$ cat config.mk
export PLATFORM = sky130hd
export DESIGN_NAME = xm_slave_ctrl
export DESIGN_NICKNAME = d
export VERILOG_FILES = /design/src/rtl/xm_pkg.sv /design/src/rtl/xm_sync.sv /design/src/rtl/xm_cfg_reg.sv /design/src/rtl/xm_wait_seq.sv /design/src/rtl/xm_slave_ctrl.sv
export SDC_FILE = /design/constraint.sdc
export NUM_CORES = 1
export LEC_CHECK = 0
export BUFFER_PORTS_ARGS = -buffer_cell sky130_fd_sc_hd__buf_2
export CORE_MARGIN = 8
export CORE_UTILIZATION = 40
export CTS_CLUSTER_SIZE = 20
export DETAILED_ROUTE_END_ITERATION = 16
export PLACE_DENSITY = 0.76
export SETUP_SLACK_MARGIN = 0.15
export SLEW_MARGIN = 20
export SYNTH_ARGS = -nofsm -noshare
export SYNTH_HDL_FRONTEND = slang
export SYNTH_HIERARCHICAL = 1
export SYNTH_SLANG_ARGS = --single-unit
$ cat constraint.sdc
create_clock -name clk -period 2.1 [get_ports clk]
set_input_delay 0.105 -clock clk [delete_from_list [all_inputs] [get_ports clk]]
set_output_delay 0.105 -clock clk [all_outputs]
set_load 0.05 [all_outputs]
$ cat src/rtl/xm_pkg.sv
package xm_pkg;

    typedef enum logic [1:0] {
        SQ_IDLE = 2'd0,
        SQ_WAIT = 2'd1,
        SQ_ACK  = 2'd2
    } seq_state_e;

    typedef enum logic {
        MODE_ASYNC = 1'b0,
        MODE_SYNC  = 1'b1
    } acc_mode_e;

    // bit 1: extra read wait, bit 0: access mode
    typedef struct packed {
        logic      xwait;
        acc_mode_e mode;
    } cfg_t;

    localparam int ASYNC_WAITS = 3;
    localparam int SYNC_RD_XW  = 1;
    localparam int WAIT_W      = $clog2(ASYNC_WAITS + 1);

    function automatic logic [WAIT_W-1:0] waits_for(input cfg_t c, input logic is_read);
        logic [WAIT_W-1:0] n;
        if (c.mode == MODE_ASYNC)
            n = WAIT_W'(ASYNC_WAITS);
        else if (is_read && c.xwait)
            n = WAIT_W'(SYNC_RD_XW);
        else
            n = '0;
        return n;
    endfunction

endpackage

$ cat src/rtl/xm_sync.sv
module xm_sync #(
    parameter int W      = 3,
    parameter int STAGES = 2
) (
    input  logic         clk,
    input  logic         rst,
    input  logic [W-1:0] d,
    output logic [W-1:0] q
);
    logic [W-1:0] chain [STAGES];

    for (genvar s = 0; s < STAGES; s++) begin : g_stage
        always_ff @(posedge clk) begin
            if (rst)
                chain[s] <= '0;
            else if (s == 0)
                chain[s] <= d;
            else
                chain[s] <= chain[(s == 0) ? 0 : s - 1];
        end
    end

    assign q = chain[STAGES-1];
endmodule

$ cat src/rtl/xm_cfg_reg.sv
module xm_cfg_reg
    import xm_pkg::*;
#(
    parameter int             AW       = 8,
    parameter logic [AW-1:0]  CFG_ADDR = '1
) (
    input  logic          clk,
    input  logic          rst,
    input  logic [AW-1:0] addr,
    input  logic          wr_en,
    input  logic          lane_lo,
    input  logic [1:0]    wbits,
    output logic          hit,
    output cfg_t          cfg
);
    assign hit = (addr == CFG_ADDR);

    always_ff @(posedge clk) begin
        if (rst)
            cfg <= '{xwait: 1'b0, mode: MODE_ASYNC};
        else if (wr_en && hit && lane_lo)
            cfg <= cfg_t'(wbits);
    end
endmodule

$ cat src/rtl/xm_wait_seq.sv
module xm_wait_seq
    import xm_pkg::*;
(
    input  logic clk,
    input  logic rst,
    input  logic req_raw,
    input  logic req_sync,
    input  cfg_t cfg,
    input  logic is_read,
    output logic start,
    output logic ack
);
    seq_state_e        state;
    acc_mode_e         mode_q;
    logic [WAIT_W-1:0] cnt;
    acc_mode_e         mode_eff;
    logic              req_eff;
    logic [WAIT_W-1:0] n_wait;

    // the mode is frozen at the start edge of each access
    assign mode_eff = (state == SQ_IDLE) ? cfg.mode : mode_q;
    assign req_eff  = (mode_eff == MODE_SYNC) ? req_raw : req_sync;
    assign start    = (state == SQ_IDLE) && req_eff;
    assign ack      = (state == SQ_ACK) && req_eff;
    assign n_wait   = waits_for(cfg, is_read);

    always_ff @(posedge clk) begin
        if (rst) begin
            state  <= SQ_IDLE;
            mode_q <= MODE_ASYNC;
            cnt    <= '0;
        end else begin
            unique case (state)
                SQ_IDLE: begin
                    if (start) begin
                        mode_q <= cfg.mode;
                        cnt    <= n_wait;
                        state  <= (n_wait == '0) ? SQ_ACK : SQ_WAIT;
                    end
                end
                SQ_WAIT: begin
                    if (!req_eff)
                        state <= SQ_IDLE;
                    else if (cnt == WAIT_W'(1))
                        state <= SQ_ACK;
                    cnt <= cnt - WAIT_W'(1);
                end
                SQ_ACK: begin
                    if (!req_eff)
                        state <= SQ_IDLE;
                end
                default: state <= SQ_IDLE;
            endcase
        end
    end
endmodule

$ cat src/rtl/xm_slave_ctrl.sv
module xm_slave_ctrl
    import xm_pkg::*;
#(
    parameter int            AW       = 8,
    parameter int            DW       = 16,
    parameter logic [AW-1:0] CFG_ADDR = '1
) (
    input  logic          clk,
    input  logic          rst,
    input  logic          cs_n,
    input  logic          as_n,
    input  logic          rw,
    input  logic          uds_n,
    input  logic          lds_n,
    input  logic [AW-1:0] addr,
    input  logic [DW-1:0] wdata,
    output logic [DW-1:0] rdata,
    output logic          dtack_n,
    output logic          mem_req,
    output logic          mem_we,
    output logic [AW-1:0] mem_addr,
    output logic [1:0]    mem_be,
    output logic [DW-1:0] mem_wdata,
    input  logic [DW-1:0] mem_rdata
);
    localparam int NSTB = 3;

    logic [NSTB-1:0] stb_raw;
    logic [NSTB-1:0] stb_syn;
    logic            req_raw;
    logic            req_sync;
    logic            start;
    logic            ack;
    logic            cfg_hit;
    cfg_t            cfg_q;
    logic [DW-1:0]   rdata_q;

    // {address strobe, upper lane, lower lane}, active high
    assign stb_raw  = {~as_n, ~uds_n, ~lds_n};
    assign req_raw  = ~cs_n & stb_raw[2] & (stb_raw[1] | stb_raw[0]);
    assign req_sync = ~cs_n & stb_syn[2] & (stb_syn[1] | stb_syn[0]);

    xm_sync #(.W(NSTB), .STAGES(2)) u_sync (
        .clk (clk),
        .rst (rst),
        .d   (stb_raw),
        .q   (stb_syn)
    );

    xm_wait_seq u_seq (
        .clk      (clk),
        .rst      (rst),
        .req_raw  (req_raw),
        .req_sync (req_sync),
        .cfg      (cfg_q),
        .is_read  (rw),
        .start    (start),
        .ack      (ack)
    );

    xm_cfg_reg #(.AW(AW), .CFG_ADDR(CFG_ADDR)) u_cfg (
        .clk     (clk),
        .rst     (rst),
        .addr    (addr),
        .wr_en   (start & ~rw),
        .lane_lo (~lds_n),
        .wbits   (wdata[1:0]),
        .hit     (cfg_hit),
        .cfg     (cfg_q)
    );

    assign mem_req   = start & ~cfg_hit;
    assign mem_we    = ~rw;
    assign mem_addr  = addr;
    assign mem_be    = {~uds_n, ~lds_n};
    assign mem_wdata = wdata;

    always_ff @(posedge clk) begin
        if (rst)
            rdata_q <= '0;
        else if (start && rw)
            rdata_q <= cfg_hit ? {{(DW-2){1'b0}}, cfg_q} : mem_rdata;
    end

    assign rdata   = rdata_q;
    assign dtack_n = ~ack;
endmodule

==> impl_results.md <==
- Worst slew margin: 59.6%
- Slowest cell delay on critical path: around 0.37 ns
- Reg2reg path depth: 9
- EDFF count, synth: 0
- Cell Chain, Critical Path: o21a_1 -> or3b_4 -> and2_4 -> nor3_4 -> buf_6 -> nor2b_4 -> buf_6
- Final Core Density: around 53%
- Setup TNS: 0 ns
- CP top delay family: simple AND/OR/NAND/NOR gates
- Top cell type's share of synthesized area: 33.9%
- Vias in the first global route: between 1k and 1.5k
- RSZ-0062 raised after global routing: yes
- Row cnt: 23
- Syn nets: 227
- WL final: 3890 um
- First-pass GRT wire length: about 6400 um
- CP Buf/Inv Count: 2
- Reg2reg setup slack: 0.13 ns
- Post-synthesis register bit count: 29
- Fin. max-slew vios: 0
- Initial Util: 42.2%
- Final Cell Area: between 2000 and 2500 um2
- Syn_area_per_cell: between 9 and 10 um2
- Root Buffer: clkbuf_8
- RR Endpoint: u_cfg/cfg[0]
- Net count, final: approximately 280
- Dominant synthesized flop cell: dfxtp_1
- CP endpoint kind: output pin
- Die W: roughly 81 um
- Worst path required time: 2.00 ns
- Global-route usage over all layers: 12.0%
- Initial antenna violation count: 0
- DP HPWL: 2790 um
- Cells after Synth: approximately 180
- Unique masters post-synth: 37
- Critical path class: reg -> out
- Peak VDD IR: 0.000419 V
- Core area: 4060 um2
- Drt drc: 0
- Worst r2r src: u_seq/state[0]
- Hold endpoint: rdata[15]
- Largest net degree at the start of global routing: 35
- Worst-case clock buffer depth: 2
- Worst setup SP type: flop
- TritonCTS buffer count: 5
- Outcome: complete, no violations
- Endpoints failing setup: 0
- Hold slack: about 0.097 ns
- Critical path's most frequent cell: buf_6
- Final period util: between 90% and 100%
- P_leak: 0.000940 uW
- MaxCap Viol Count: 0
- WP data arrival: 1.94 ns
- Minimum clock period: 2.04 ns
- Synth-to-Final Area Change: 24.9%
- Worst-skew pair later-pin latency: 0.28 ns
- Layout Skew: between 0.007 and 0.008 ns
- Worst-Margin Slew: 0.606 ns
- Placer Congestion: 0.794
- Area of the die: 6620 um2
- Hold crit path type: in -> reg
- Achievable clock frequency: 0.490 GHz
- Hold depth: 3
- WL/cell: 14.0 um
- ANT cells: 0
- Post-Place Worst Slack: 0.0944 ns
- Hold Path Origin: mem_rdata[15]
- Area leader, netlist: dfxtp_1
- Top cells by area, synth: dfxtp_1 (34%), buf_4 (13%), nand4b_1 (7.2%)
- Clock-pin slew on the worst setup and hold paths: 0.07 ns
- DRT iter0 DRCs: 76
- Total gr overflow: 0
- Clk sinks: 29
- Antenna viol nets, final: 0
- Number of H-tree levels: 2
- Post-Syn Area: ~1700 um2
- Die Height: 81.4 um
- Buffers on Ports: between 60 and 70
- DRT Pass-1 Iters: 4
- CTS Hold Buffers Added: 0
- Max FO, Critical Path: 5
- Share of layout cells above drive strength 1: 49.1%
- Pwr Density: between 600 and 700 nW/um2
- TritonCTS clock tree: built
- Placed cell area: 1840 um2
- Vias/cell: roughly 5.0
- Final Hold Viols: 0
- Routed vias: between 1k and 1.5k
- Number of fillers in the final layout: 341
- Setup ws final: 0.0576 ns
- I/O Pins: 92
- Synth warn: 6
- Asr flop ratio synth: 0%
- CP max stage cell: or3b_4
- Sequential area share after synthesis: 33.9%
-- cell type report --
cell class	instances	area, um2	area share (%)
clock buffers	5	68.8	3.22
flip-flops and latches	29	583	27.3
repair buffers	82	517	24.2
inverters	7	26.3	1.23
well taps	50	62.6	2.93
clock inverters	3	65.1	3.05
multi-input cells	102	813	38.1
-- power by group --
part / internal, uW / switching (uW)
logic: 51.9 / 104
registers: 558 / 2.62
clock network: 471 / 216
total: 1080 / 323
-- through the flow --
stage | power (uW) | std cells
6_report | 1400 | 278
3_5_place_dp | 721 | 262
4_1_cts | 1420 | 277
2_1_floorplan | 760 | 179
5_1_grt | 1460 | 278
3_3_place_gp | 721 | 262
-- flip-flops by register name, indices dropped and copies added (netlist names) --
name,count
u_cfg/cfg,2
u_seq/cnt,2
u_seq/mode_q,1
u_seq/state,2
u_sync/chain,6
rdata,16
-- cell usage after synthesis, types with 2 or more instances --
cell	count
o21ai_0	3
nand4b_1	14
nor3b_2	2
a31oi_1	2
inv_1	7
a21oi_2	2
buf_12	2
clkbuf_1	2
dfxtp_1	29
a21bo_2	4
nor2b_1	9
nand2_1	4
mux2i_1	4
nor3b_1	2
buf_6	7
a21oi_1	16
nand4_1	2
buf_4	29
a311oi_1	2
nor3_1	2
nor2_1	5
or4_1	2
nand2b_1	5
a21bo_1	10
-- routing by layer --
metal	vias to the layer above	GRT usage, %	wire length, um
li1	697	-	-
met1	633	14.2	1720
met2	50	19.2	1780
met3	4	4.30	377
met4	0	5.36	13
met5	-	0	0
-- cell families after synthesis --
logic type | synth area share, %
mux | 2.34
fa+ha+maj | 0.731
flops | 33.9
compound gates | 20.6
buf+inv | 21.9
simple gates | 20.4
-- cell usage in the layout, fill, tap and decap left out, types with 5 or more instances in the layout --
| cell | Yosys | routed |
|---|---|---|
| buf_2 | 1 | 61 |
| buf_6 | 7 | 7 |
| a21oi_1 | 16 | 14 |
| nor2b_1 | 9 | 7 |
| inv_1 | 7 | 7 |
| a21bo_1 | 10 | 10 |
| clkbuf_8 | 0 | 5 |
| nand2b_1 | 5 | 5 |
| buf_4 | 29 | 12 |
| nand4b_1 | 14 | 14 |
| dfxtp_1 | 29 | 27 |
-- timing repair --
| action | CTS | global route |
|---|---|---|
| resized for setup | 10 | 16 |
| pin swaps | 3 | 24 |
| cloned | 2 | 0 |
| buffers inserted | 5 | 1 |
| setup endpoints to repair | 17 | 20 |
| hold endpoints to repair | 0 | 0 |
-- worst max-delay path by stage --
stage                  startpoint      endpoint  slack [ns]  cells after the start
5_1_grt        u_sync/chain[1][1]       mem_req       -0.06                      8
3_3_place_gp   u_sync/chain[1][0]  u_cfg/cfg[1]        0.12                      9
3_5_place_dp   u_sync/chain[1][0]  u_cfg/cfg[1]        0.09                      9
2_1_floorplan  u_sync/chain[1][0]  u_cfg/cfg[0]       -0.10                     12
4_1_cts        u_sync/chain[1][0]       mem_req        0.06                      8
6_report           u_seq/state[0]       mem_req        0.06                      7
-- worst register-to-register path, cell delays in order (launching register included) --
cell and delay (ns):
dfxtp_1 0.35, o21a_1 0.19, or3b_4 0.37, and2_4 0.18, nor3_4 0.14, buf_4 0.14, nor2b_4 0.13, nand2_2 0.06
nor3_4 0.15, mux2i_1 0.19
Note: power is estimated with default switching activity, not from simulation.
